<file path="src/rtl/pwm_pkg.sv">
// Shared defaults for the pulse width modulator.
// Assumes: consumers take these as parameter defaults only.
package pwm_pkg;
    localparam int PWM_PRESC_W_DEF    = 6;
    localparam int PWM_PERIOD_W_DEF   = 10;
    localparam int PWM_PERIOD_RST_DEF = 4;
endpackage

</file>
<file path="src/rtl/pwm_prescaler.sv">
// Prescaler: raises tick for one clock every presc+1 clocks.
// Assumes: presc may change at any time; if it drops below the running
// count, the next clock produces a tick and the count restarts.
module pwm_prescaler #(
    parameter int PRESC_W = pwm_pkg::PWM_PRESC_W_DEF
) (
    input  logic               clk,
    input  logic               rst_n,
    input  logic [PRESC_W-1:0] presc,
    output logic               tick
);
    logic [PRESC_W-1:0] div_q;

    // Tick when the divider has reached the setting.
    always_comb tick = (div_q >= presc);

    // Divider: restart on tick, otherwise count up.
    always_ff @(posedge clk) begin
        if (!rst_n)    div_q <= '0;
        else if (tick) div_q <= '0;
        else           div_q <= div_q + 1'b1;
    end

    // with a nonzero setting, ticks never fall on adjacent clocks.
    a_r3_tick_spacing: assert property (@(posedge clk) disable iff (!rst_n)
        (tick && presc != '0) |=> (!tick || presc == '0));
endmodule

</file>
<file path="src/rtl/pwm_period_counter.sv">
// Period counter: counts ticks 0..active period, then wraps at the boundary.
// At the boundary it loads the control inputs into the active set.
// Assumes: tick is a one-clock enable from the prescaler.
module pwm_period_counter #(
    parameter int PERIOD_W   = pwm_pkg::PWM_PERIOD_W_DEF,
    parameter int PERIOD_RST = pwm_pkg::PWM_PERIOD_RST_DEF
) (
    input  logic                clk,
    input  logic                rst_n,
    input  logic                tick,
    input  logic [PERIOD_W-1:0] period_in,
    input  logic [PERIOD_W-1:0] duty_in,
    input  logic                full_in,
    output logic [PERIOD_W-1:0] cnt,
    output logic [PERIOD_W-1:0] act_period,
    output logic [PERIOD_W-1:0] act_duty,
    output logic                act_full,
    output logic                boundary
);
    // End of period: last tick of the active period.
    always_comb boundary = tick && (cnt == act_period);

    // Count ticks; at the boundary wrap and take the new settings.
    always_ff @(posedge clk) begin
        if (!rst_n) begin
            cnt        <= '0;
            act_period <= PERIOD_W'(PERIOD_RST);
            act_duty   <= '0;
            act_full   <= 1'b0;
        end else if (boundary) begin
            cnt        <= '0;
            act_period <= period_in;
            act_duty   <= duty_in;
            act_full   <= full_in;
        end else if (tick) begin
            cnt        <= cnt + 1'b1;
        end
    end

    // the count never passes the active period.
    a_r1_cnt_in_range: assert property (@(posedge clk) disable iff (!rst_n)
        cnt <= act_period);

    // active settings only change right after a boundary tick.
    a_r8_load_at_boundary: assert property (@(posedge clk) disable iff (!rst_n)
        ({act_period, act_duty, act_full} != $past({act_period, act_duty, act_full}))
        |-> $past(tick && cnt == act_period));
endmodule

</file>
<file path="src/rtl/pwm_wave.sv">
// Output stage: turns the period count and the active settings into the level.
// Assumes: cnt never exceeds act_period (guaranteed by the counter).
module pwm_wave #(
    parameter int PERIOD_W = pwm_pkg::PWM_PERIOD_W_DEF
) (
    input  logic                clk,
    input  logic                rst_n,
    input  logic [PERIOD_W-1:0] cnt,
    input  logic [PERIOD_W-1:0] act_period,
    input  logic [PERIOD_W-1:0] act_duty,
    input  logic                act_full,
    output logic                level
);
    // Fixed levels first, with zero duty taking priority; otherwise compare.
    always_comb begin
        if (!act_full && act_duty == '0)           level = 1'b0;
        else if (act_full || act_period == '0)     level = 1'b1;
        else                                       level = (cnt < act_duty);
    end

    // zero duty without override keeps the line low.
    a_r6_zero_duty_low: assert property (@(posedge clk) disable iff (!rst_n)
        (!act_full && act_duty == '0) |-> !level);
endmodule

</file>
<file path="src/rtl/pwm_gen.sv">
// Top: prescaled pulse width modulator with full-duty override.
// Assumes: control inputs are synchronous to clk; they are sampled at
// the period boundary only.
module pwm_gen #(
    parameter int PRESC_W    = pwm_pkg::PWM_PRESC_W_DEF,
    parameter int PERIOD_W   = pwm_pkg::PWM_PERIOD_W_DEF,
    parameter int PERIOD_RST = pwm_pkg::PWM_PERIOD_RST_DEF
) (
    input  logic                clk,
    input  logic                rst_n,
    input  logic [PRESC_W-1:0]  presc_cfg,
    input  logic [PERIOD_W-1:0] period_cfg,
    input  logic [PERIOD_W-1:0] duty_cfg,
    input  logic                full_duty_cfg,
    output logic                pwm_out
);
    logic                tick;
    logic                boundary;
    logic [PERIOD_W-1:0] cnt;
    logic [PERIOD_W-1:0] act_period;
    logic [PERIOD_W-1:0] act_duty;
    logic                act_full;

    pwm_prescaler #(.PRESC_W(PRESC_W)) u_presc (
        .clk   (clk),
        .rst_n (rst_n),
        .presc (presc_cfg),
        .tick  (tick)
    );

    pwm_period_counter #(.PERIOD_W(PERIOD_W), .PERIOD_RST(PERIOD_RST)) u_cnt (
        .clk        (clk),
        .rst_n      (rst_n),
        .tick       (tick),
        .period_in  (period_cfg),
        .duty_in    (duty_cfg),
        .full_in    (full_duty_cfg),
        .cnt        (cnt),
        .act_period (act_period),
        .act_duty   (act_duty),
        .act_full   (act_full),
        .boundary   (boundary)
    );

    pwm_wave #(.PERIOD_W(PERIOD_W)) u_wave (
        .clk        (clk),
        .rst_n      (rst_n),
        .cnt        (cnt),
        .act_period (act_period),
        .act_duty   (act_duty),
        .act_full   (act_full),
        .level      (pwm_out)
    );

    // a period loaded with a nonzero duty or the override begins high.
    a_r2_period_starts_high: assert property (@(posedge clk) disable iff (!rst_n)
        (boundary && (full_duty_cfg || duty_cfg != '0)) |=> pwm_out);
endmodule

</file>
<file path="config.mk">
export PLATFORM = sky130hd
export DESIGN_NAME = pwm_gen
export DESIGN_NICKNAME = d
export VERILOG_FILES = /design/src/rtl/pwm_pkg.sv /design/src/rtl/pwm_prescaler.sv /design/src/rtl/pwm_period_counter.sv /design/src/rtl/pwm_wave.sv /design/src/rtl/pwm_gen.sv
export SDC_FILE = /design/constraint.sdc
export NUM_CORES = 1
export LEC_CHECK = 0
export BUFFER_PORTS_ARGS = -buffer_cell sky130_fd_sc_hd__buf_2
export CORE_MARGIN = 10
export CORE_UTILIZATION = 36
export CTS_CLUSTER_DIAMETER = 60
export DETAILED_ROUTE_END_ITERATION = 8
export PLACE_DENSITY = 0.51
export RECOVER_POWER = 25
export SYNTH_ARGS = -nofsm -noshare
export SYNTH_HDL_FRONTEND = slang
export SYNTH_SLANG_ARGS = --single-unit
</file>
<file path="constraint.sdc">
create_clock -name clk -period 3.1 [get_ports clk]
set_input_delay 0.155 -clock clk [delete_from_list [all_inputs] [get_ports clk]]
set_output_delay 0.155 -clock clk [all_outputs]
set_load 0.05 [all_outputs]
</file>
==> results of run 1 <==
## per-layer routing
metal | global-route usage (%) | up-vias | wire (um)
met5 | 0 | - | 0
met4 | 3.579 | 0 | 61
met3 | 2.889 | 5 | 158
met2 | 16.30 | 33 | 2161
met1 | 14.09 | 824 | 2471
li1 | - | 946 | -
## cells in the final DEF, fill, tap and decap left out, types with 3 or more instances in the layout
cell | synthesis | routed
nand2_1 | 57 | 57
dfxtp_1 | 37 | 37
buf_2 | 1 | 29
mux2i_1 | 20 | 20
ha_1 | 17 | 17
inv_1 | 16 | 16
xor2_1 | 12 | 12
nor2_1 | 12 | 12
nand3_1 | 10 | 10
nand4_1 | 9 | 9
a21oi_1 | 9 | 9
o211ai_1 | 6 | 6
clkbuf_8 | 0 | 5
nor4_1 | 4 | 4
nor3_1 | 3 | 3
and3_1 | 3 | 3
a31oi_1 | 3 | 3
o21ai_0 | 3 | 3
nand4b_1 | 3 | 3
clkbuf_1 | 8 | 3
## final cells by class
type                            count  share of cell area [%]
Inverter                           17                   2.619
Multi-Input combinational cell    192                   53.26
Clock buffer                        8                   3.287
Sequential cell                    37                   30.41
Timing Repair Buffer               31                   6.574
Tap cell                           75                   3.852
## cells by family (layout without fill, tap and decap cells)
kind of cell               after synthesis  in the layout  synth area share [%]
buffers and inverters                   28             56                 6.379
AOI/OAI and AO/OA                       31             31                 9.425
xor gates and xnor gates                14             14                 5.632
muxes                                   20             20                 9.195
DFF                                     37             37                 34.02
adders and majority gates               17             17                 9.770
and+or+nand+nor                        110            110                 25.57
## power breakdown
| part | switching (W) | internal, W |
|---|---|---|
| logic | 0.0000362 | 0.0000297 |
| registers | 0.00000568 | 0.000480 |
| clock network | 0.000172 | 0.000160 |
| total | 0.000214 | 0.000670 |
## worst max-delay path, delay by kind of cell, from the launching register on
kind | cells | cell delay [ps]
AO/OA/AOI/OAI | 3 | 610
flip-flops | 1 | 480
adder cells (fa/ha/maj) | 1 | 290
AND/OR/NAND/NOR | 2 | 280
buffers and inverters | 1 | 260
## flip-flops by register name, summed over array words and instances, names as in the netlist
register and cells:
u_cnt.cnt 10, u_cnt.act_duty 10, u_presc.div_q 6, u_cnt.act_full 1
u_cnt.act_period 10
## through the flow
step / total power [W] / utilization [%] / area (sq um) / hold slack (ps)
after floorplan: 0.0005364 / - / 2177 / 297.1
after global routing: 0.0009264 / 41.39 / 2436 / 109.5
final: 0.0008831 / 41.39 / 2436 / 99.60
after CTS: 0.0008936 / 41.39 / 2436 / 95.41
after detailed placement: 0.0005641 / 40.03 / 2356 / 406.7
after global placement: 0.0005637 / 40.03 / 2356 / 402.8
## final timing paths
check	depth (start not counted)	from	slack, ps	endpoint
setup / recovery	7	u_cnt.cnt[8]$_SDFFE_PP0P_	730	pwm_out
hold / removal	3	period_cfg[3]	100	u_cnt.act_period[3]$_SDFFE_PN0P_
setup reg to reg	6	u_cnt.cnt[0]$_SDFFE_PP0P_	870	u_cnt.act_duty[9]$_SDFFE_PN0P_
hold reg to reg	2	u_cnt.act_duty[8]$_SDFFE_PN0P_	460	u_cnt.act_duty[8]$_SDFFE_PN0P_
==> flow_summary.json, run 1 <==
{
  "clk_pin_slew_worst_paths_ps": 70,
  "holdCritPathClass": "in2reg",
  "firstDrtPassIters": 6,
  "synth_largest_area_cell": "dfxtp_1",
  "final_nets": 330,
  "final_cells": 360,
  "seq_area_frac_synth_pct": 34.02,
  "initial_core_util_pct": 36.99,
  "async_flop_share_pct": 0,
  "crit_chain": "ha_1 -> and3_1 -> a221oi_1 -> nand2_1 -> a31oi_1 -> a311o_1 -> buf_2",
  "critPathLaunchType": "flop",
  "ys_seq_elements": 37,
  "drc": 0,
  "io_pins": 30,
  "pre_cts_ws_ps": 872.9,
  "syn_nets": 303,
  "cp_slowest_stage_delay_ps": 480,
  "slowest_stage": "dfxtp_1",
  "post_cts_resized": 0,
  "n_fill_cell": 634,
  "cts_tree": "done",
  "setup_tns_ps": 0,
  "cts_max_level": 2,
  "yosys-top-cells-area": "dfxtp_1 (34%), nand2_1 (9.8%), ha_1 (9.8%)",
  "power.density_nw_per_um2": 362.5,
  "synthTopCellsByCount": "nand2_1 (57), dfxtp_1 (37), mux2i_1 (20)",
  "vdd_ir_drop_max_v": 0.0002418,
  "worst_pin_slew_ps": 1058,
  "maxCapViolations": 0,
  "period_minus_slack_ps": 2366,
  "regArea_sq_um": 740.7,
  "grt_overflow_total": 0,
  "synth-edff-count": 0,
  "rsz0062_at_grt": "false",
  "critPathArrivalTime_ps": 2210,
  "slew_headroom_pct": 29.00,
  "drv_slew": 0,
  "crit_path_max_fanout": 6,
  "outcome": "completed",
  "num_rows": 28,
  "yosysTopAreaCellShare_pct": 34.02,
  "postRouteAntennaNets": 0,
  "via_per_inst": 5.022,
  "setup_ws_ps": 734.2,
  "fin_skew_ps": 5.079,
  "core_sq_um": 5886,
  "syn-instance-count": 257,
  "cts_buffer_depth": 2,
  "syn-cell-area_sq_um": 2177,
  "drive_gt1_share_pct": 14.04,
  "ys_warn_count": 0,
  "grt_max_degree": 57,
  "yosysMostFrequentCell": "nand2_1",
  "setup_viol": 0,
  "ys_types": 37,
  "gp_congestion": 0.7856,
  "first_iter_violations": 66,
  "endpoint_kind": "output port",
  "worstSkewPairLatency_ps": 290,
  "dp.cells": 352,
  "synthFlopType": "dfxtp_1",
  "critPathKind": "reg2out",
  "design.die.area_sq_um": 9558,
  "numPortBuffers": 29,
  "hold_violations": 0,
  "leakagePower_nw": 0.9907,
  "grt_pass1_wl_um": 8776,
  "root_buffer": "clkbuf_8",
  "die_height_um": 97.77,
  "fmax_ghz": 0.4227,
  "multiInputGateArea_sq_um": 1297,
  "antenna_found_initial": 0,
  "wl_um": 4851,
  "die_w_um": 97.77,
  "antenna_cells": 0,
  "track_usage_pct": 10.67,
  "via_count": 1808,
  "dp_hpwl_um": 3615,
  "period_share_pct": 76.32,
  "cts_setup_buffers": 0,
  "cts_hold_repair.buffers": 0,
  "grt_pass1_vias": 1897,
  "numCtsBuffers": 5,
  "wl_per_cell_um": 13.48,
  "area_growth_pct": 11.90,
  "required_ps": 2940,
  "postSynthAreaPerCell_sq_um": 8.471,
  "clock-sinks": 37
}
(Power assumes the default switching activity.)
==> inputs of run 2 (changes only) <==
--- a/config.mk
+++ b/config.mk
@@ -5,12 +5,13 @@
 export SDC_FILE = /design/constraint.sdc
 export NUM_CORES = 1
 export LEC_CHECK = 0
+export ABC_AREA = 1
 export BUFFER_PORTS_ARGS = -buffer_cell sky130_fd_sc_hd__buf_2
 export CORE_MARGIN = 10
 export CORE_UTILIZATION = 36
 export CTS_CLUSTER_DIAMETER = 60
 export DETAILED_ROUTE_END_ITERATION = 8
-export PLACE_DENSITY = 0.51
+export PLACE_DENSITY = 0.53
 export RECOVER_POWER = 25
 export SYNTH_ARGS = -nofsm -noshare
 export SYNTH_HDL_FRONTEND = slang
==> constraint.sdc (replaced) <==
create_clock -name clk -period 2.05 [get_ports clk]
set_input_delay 0.1025 -clock clk [delete_from_list [all_inputs] [get_ports clk]]
set_output_delay 0.1025 -clock clk [all_outputs]
set_load 0.05 [all_outputs]
==> run 2 against run 1 <==
  * Clock power up 92%
  * Synthesized area up 8.9%
  * Flip-flop and latch count unchanged
  * Wire length up 7.1%
  * Die area up 7.0%
  * Non-clock buffer count up 5
  * Count of clock-buffer cells in the layout down 3
  * Global-route usage down 0.13 points
  * Utilization up 0.87 points
  * Critical path type unchanged
  * Largest cell class unchanged
==> flow_summary.json, run 2 <==
{
  "period_share_pct": 91.08,
  "via_per_inst": 4.548,
  "postSynthAreaPerCell_sq_um": 6.528,
  "power_w": 0.001485,
  "postRouteAntennaNets": 0,
  "die_height_um": 101.1,
  "final_nets": 439,
  "drc": 0,
  "crit_path_start": "u_cnt.act_duty[7]$_SDFFE_PN0P_",
  "first_iter_violations": 66,
  "multiInputGateArea_sq_um": 1300,
  "area_growth_pct": 13.89,
  "core_sq_um": 6386,
  "reg2reg_depth": 12,
  "worstSkewPairLatency_ps": 290,
  "synthFlopType": "dfxtp_1",
  "endpoint_kind": "output port",
  "synth-edff-count": 0,
  "grt_overflow_total": 0,
  "synth_largest_area_cell": "dfxtp_1",
  "ys_warn_count": 0,
  "syn-cell-area_sq_um": 2370,
  "worst_pin_slew_ps": 488.7,
  "cp_slowest_stage_delay_ps": 350,
  "cts_max_level": 2,
  "crit_chain": "inv_1 -> ha_1 -> a21oi_1 -> o21ai_0 -> nor2_1 -> nand3_1 -> a21oi_2 -> buf_6",
  "gp_congestion": 0.7773,
  "outcome": "completed",
  "slowest_stage": "dfxtp_1",
  "cts_tree": "done",
  "grt_pass1_wl_um": 8887,
  "critPathKind": "reg2out",
  "crit_family": "compound AO/OA/AOI/OAI gates",
  "initial_core_util_pct": 37.11,
  "wl_um": 5194,
  "setup_tns_ps": 0,
  "regArea_sq_um": 742.0,
  "critPathArrivalTime_ps": 1760,
  "root_buffer": "clkbuf_8",
  "syn_nets": 409,
  "power.density_nw_per_um2": 550.3,
  "biggestRegsByFlops": "u_cnt.act_duty (10), u_cnt.act_period (10), u_cnt.cnt (10)",
  "antenna_cells": 0,
  "seq_area_frac_synth_pct": 31.26,
  "cts_buffer_depth": 2,
  "track_usage_pct": 10.53,
  "yosysMostFrequentCell": "nand2_1",
  "r2r_start": "u_presc.div_q[0]$_SDFF_PP0_",
  "period_minus_slack_ps": 1867,
  "leakagePower_nw": 1.283,
  "holdCritPathClass": "in2reg",
  "numCtsBuffers": 5,
  "setup_viol": 0,
  "hold_violations": 0,
  "grt_pass1_vias": 1972,
  "async_flop_share_pct": 0,
  "antenna_found_initial": 0,
  "maxCapViolations": 0,
  "hold_path.startpoint": "period_cfg[2]",
  "drive_gt1_share_pct": 13.45,
  "clk_pin_slew_worst_paths_ps": 80,
  "syn-instance-count": 363,
  "via_count": 2142,
  "die_w_um": 101.1,
  "ys_seq_elements": 37,
  "required_ps": 1950,
  "design.die.area_sq_um": 10230,
  "firstDrtPassIters": 4,
  "num_rows": 29,
  "clock-sinks": 37,
  "synthTopCellsByCount": "nand2_1 (79), nor2_1 (74), inv_1 (64)",
  "final_cell_mix": "nand2_1 (80), nor2_1 (74), inv_1 (64), dfxtp_1 (36), buf_2 (28)",
  "fmax_ghz": 0.5356,
  "layout_commonest_cell": "nand2_1",
  "n_fill_cell": 710,
  "drv_slew": 0,
  "cts_hold_repair.buffers": 0,
  "slew_headroom_pct": 67.34,
  "io_pins": 30,
  "min_path_cells": 3,
  "rsz0062_at_grt": "false",
  "numPortBuffers": 29,
  "worst-path-stages": 8,
  "wl_per_cell_um": 11.03,
  "fin_skew_ps": 4.982,
  "ys_types": 28,
  "crit_path_max_fanout": 2,
  "yosys-top-cells-area": "dfxtp_1 (31%), nand2_1 (13%), nor2_1 (12%)",
  "dp_hpwl_um": 4162,
  "yosysTopAreaCellShare_pct": 31.26,
  "grt_max_degree": 24,
  "path_buf_inv": 2,
  "vdd_ir_drop_max_v": 0.0002922,
  "critPathLaunchType": "flop"
}
run 2: cell count changes after synthesis, moves of 8 or more:
cell	change
clkbuf_1	-8
nand2_1	+22
inv_1	+48
nand4_1	+15
mux2i_1	-20
nor2_1	+62
run 2: power breakdown:
part | internal (W) | total (W) | switching, W
Clock | 0.000364 | 0.000639 | 0.000275
Sequential | 0.000725 | 0.000735 | 0.0000100
Combinational | 0.0000464 | 0.000111 | 0.0000641
Total | 0.00114 | 0.00149 | 0.000349
run 2: kinds of logic (layout without fill, tap and decap cells):
logic type               Yosys count  in the layout  synth area share, %
XOR/XNOR                          16             16                6.231
flip-flops                        37             37                31.26
AND/OR/NAND/NOR                  197            197                35.48
AO/OA/AOI/OAI                     18             18                4.119
buffers and inverters             78            109                13.94
adder cells (fa/ha/maj)           17             17                8.976
run 2: worst min-delay path: stages:
cell     delay (ps)
buf_2            90
nand2_1          50
nand3_1          50
run 2: worst paths after layout:
path                                 endpoint  slack [ps]
max                                   pwm_out         180
min          u_cnt.act_period[2]$_SDFFE_PN1P_          30
max reg2reg  u_cnt.act_period[9]$_SDFFE_PN0P_         230
min reg2reg       u_presc.div_q[0]$_SDFF_PP0_         480
run 2: timing repair:
action	CTS	global route
endpoints found under the setup margin	1	1
setup buffers	0	0
resized for setup	2	2
pin swaps	0	0
hold endpoints to repair	0	0
run 2: stage by stage:
step	instance area, sq um	hold slack [ps]	setup WS (ps)	util (%)	instances
after floorplan	2370	215.7	169.7	-	363
after global placement	2577	318.3	249.7	40.36	463
after detailed placement	2577	327.2	195.4	40.36	463
after CTS	2696	18.56	74.71	42.22	471
after global routing	2699	47.87	2.388	42.26	471
final	2699	25.05	182.9	42.26	471
run 2: layout make-up:
| cell class | count | share of cell area, % |
|---|---|---|
| well taps | 77 | 3.570 |
| inverters | 65 | 9.040 |
| clock buffers | 5 | 2.550 |
| clock inverters | 3 | 1.715 |
| repair buffers | 36 | 7.464 |
| multi-input cells | 248 | 48.17 |
| flip-flops and latches | 37 | 27.49 |
run 2: metal layers:
layer	vias to the layer above	global-route usage [%]	wire, um
met5	-	0	0
met4	0	3.215	65
met3	5	3.199	230
met2	31	16.65	2248
met1	926	13.43	2651
li1	1180	-	-
==> inputs of run 3 (changes only) <==
--- a/config.mk
+++ b/config.mk
@@ -11,8 +11,11 @@
 export CORE_UTILIZATION = 36
 export CTS_CLUSTER_DIAMETER = 60
 export DETAILED_ROUTE_END_ITERATION = 8
+export MAX_ROUTING_LAYER = met4
 export PLACE_DENSITY = 0.53
 export RECOVER_POWER = 25
+export REMOVE_ABC_BUFFERS = 1
 export SYNTH_ARGS = -nofsm -noshare
 export SYNTH_HDL_FRONTEND = slang
+export SYNTH_HIERARCHICAL = 1
 export SYNTH_SLANG_ARGS = --single-unit
==> run 3 against run 2 <==
  * Clock skew grew 1.1 ps
  * Setup slack lost 110 ps
  * Combinational power grew 42%
  * Power grew 3.9%
  * Global-route usage shrank 0.36 points
==> flow_summary.json, run 3 <==
{
  "outcome": "completed",
  "first_iter_violations": 76,
  "critPathLaunchType": "flop",
  "power.density_nw_per_um2": 538.6,
  "leakagePower_nw": 1.362,
  "wl_per_cell_um": 11.35,
  "use_met1_pct": 12.35,
  "setup_tns_ps": 0,
  "firstDrtPassIters": 5,
  "internal_power_w": 0.001197,
  "p_sw_w": 0.0003457,
  "biggestRegsByFlops": "u_cnt/act_duty (10), u_cnt/act_period (10), u_cnt/cnt (10)",
  "maxCapViolations": 0,
  "cp_slowest_stage_delay_ps": 340,
  "worst-path-stages": 17,
  "period_share_pct": 96.47,
  "dp.cells": 462,
  "p_seq_share_pct": 47.5,
  "crit_path_max_fanout": 7,
  "io_pins": 30,
  "clk_pin_slew_worst_paths_ps": 80,
  "final_cell_mix": "nand2_1 (81), inv_1 (65), nor2_1 (57), dfxtp_1 (35), buf_2 (30)",
  "min_path_cells": 3,
  "fin_util_pct": 45.36,
  "holdCritPathClass": "in2reg",
  "period_minus_slack_ps": 1978,
  "fin_skew_ps": 6.064,
  "grt_overflow_total": 0,
  "initial_core_util_pct": 36.68,
  "r2r_start": "u_presc/div_q[0]$_SDFF_PP0_",
  "numPortBuffers": 29,
  "drive_gt1_share_pct": 19.85,
  "vdd_ir_drop_max_v": 0.0003293,
  "root_buffer": "clkbuf_8",
  "rsz0062_at_grt": "true",
  "crit_family": "simple AND/OR/NAND/NOR gates",
  "drc": 0,
  "setup_viol": 0,
  "endpoint_kind": "flop",
  "rrSetupSlack_ps": 70,
  "hold_violations": 0,
  "final_cells": 475,
  "crit_chain": "inv_2 -> ha_4 -> inv_2 -> nand2_1 -> nand2_1 -> nand2_2 -> nand2_4 -> nand2_4 -> inv_2 -> a21oi_2 -> nand3_2 -> nor2_4 -> buf_12 -> clkbuf_16 -> nand3_2 -> nand2_1 -> nor2_1",
  "grt_max_degree": 31,
  "gp_congestion": 0.8112,
  "n_fill_cell": 680,
  "path_buf_inv": 5,
  "worstSkewPairLatency_ps": 280,
  "antenna_cells": 0,
  "postRouteAntennaNets": 0,
  "grt_pass1_vias": 1935,
  "track_usage_pct": 10.17,
  "design.die.area_sq_um": 10040,
  "fmax_ghz": 0.5056,
  "grtUsageMet3_pct": 2.404,
  "critPathArrivalTime_ps": 2160,
  "regArea_sq_um": 743.2,
  "antenna_found_initial": 0,
  "clock-sinks": 37,
  "cts_max_level": 2,
  "core_sq_um": 6314,
  "postSynthAreaPerCell_sq_um": 6.506,
  "via_count": 2091,
  "die_w_um": 100.2,
  "via_per_inst": 4.402,
  "switching_share_pct": 22.41,
  "grt_busiest_layer": "met2",
  "cts_buffer_depth": 2,
  "cts_tree": "done",
  "hold_path.startpoint": "period_cfg[2]",
  "reg2reg_depth": 17,
  "layout_commonest_cell": "nand2_1",
  "comb_power_share_pct": 10.3,
  "num_rows": 29,
  "syn-cell-area_sq_um": 2316,
  "use_met2_pct": 16.37,
  "critPathKind": "reg2reg",
  "final_nets": 443,
  "worst_pin_slew_ps": 491.3,
  "clkPwrFrac_pct": 42.2,
  "dp_hpwl_um": 3775,
  "slowest_stage": "dfxtp_2",
  "grt_pass1_wl_um": 8307,
  "numCtsBuffers": 5,
  "syn-instance-count": 356,
  "die_height_um": 100.2,
  "r2r-end": "u_cnt/act_duty[1]$_SDFFE_PN0P_",
  "holdPathEnd": "u_cnt/act_period[2]$_SDFFE_PN1P_",
  "ys_warn_count": 6,
  "required_ps": 2230,
  "multiInputGateArea_sq_um": 1330,
  "whs_ps": 78.58,
  "slew_headroom_pct": 67.24,
  "wl_um": 5392,
  "drv_slew": 0,
  "area_growth_pct": 23.66
}
==> run 3: what timing repair did <==
action / 4_1_cts / 5_1_grt
hold buffers: 0 / 0
gates resized for setup: 0 / 23
endpoints found under the setup margin: 0 / 32
setup buffers: 0 / 1
endpoints found under the hold margin: 0 / 0
==> run 3: power groups by stage <==
stage          Combinational [W]  Sequential, W  Clock, W
4_1_cts                 0.000127       0.000732  0.000673
3_5_place_dp            0.000127       0.000750         0
3_3_place_gp            0.000126       0.000750         0
6_report                0.000158       0.000733  0.000651
2_1_floorplan          0.0000658       0.000750         0
5_1_grt                 0.000181       0.000734  0.000699
==> run 3: metrics by stage <==
step           cell area, sq um  worst slack, ps  total power [W]
3_3_place_gp               2562            49.01        0.0008758
6_report                   2864            72.31         0.001543
5_1_grt                    2864           -89.49         0.001614
2_1_floorplan              2233           -297.8        0.0008156
3_5_place_dp               2562            17.10        0.0008763
4_1_cts                    2679            5.993         0.001533
==> run 3: how the worst max path moves through the flow <==
stage / to / from
after CTS: u_cnt/act_duty[1]$_SDFFE_PN0P_ / u_presc/div_q[0]$_SDFF_PP0_
after detailed placement: u_cnt/act_duty[1]$_SDFFE_PN0P_ / u_presc/div_q[0]$_SDFF_PP0_
final: u_cnt/act_duty[1]$_SDFFE_PN0P_ / u_presc/div_q[0]$_SDFF_PP0_
after global routing: u_cnt/act_duty[1]$_SDFFE_PN0P_ / u_presc/div_q[0]$_SDFF_PP0_
after global placement: u_cnt/act_period[9]$_SDFFE_PN0P_ / u_presc/div_q[0]$_SDFF_PP0_
after floorplan: u_cnt/cnt[8]$_SDFFE_PP0P_ / u_presc/div_q[0]$_SDFF_PP0_
==> run 3: worst reg2reg max path, cell delays in order (launching register included) <==
cell	delay [ps]
dfxtp_2	340
inv_2	40
ha_4	250
inv_2	20
nand2_1	50
nand2_1	60
nand2_2	90
nand2_4	60
nand2_4	90
inv_2	40
a21oi_2	100
nand3_2	90
nor2_4	160
buf_12	150
clkbuf_16	150
nand3_2	50
nand2_1	70
nor2_1	50
==> run 3: per-layer routing <==
layer,wire length [um],share of wire (%)
met1,2680,50
met4,46,0.85
met5,0,0
met3,122,2.3
met2,2543,47
==> run 3: layout make-up <==
type                       count  area share [%]
multi-input combinational    241           46.44
inverter                      68           8.912
clock inverter                 1           1.048
timing repair buffer          44           11.27
tap                           77           3.364
sequential                    37           25.95
clock buffer                   7           3.014
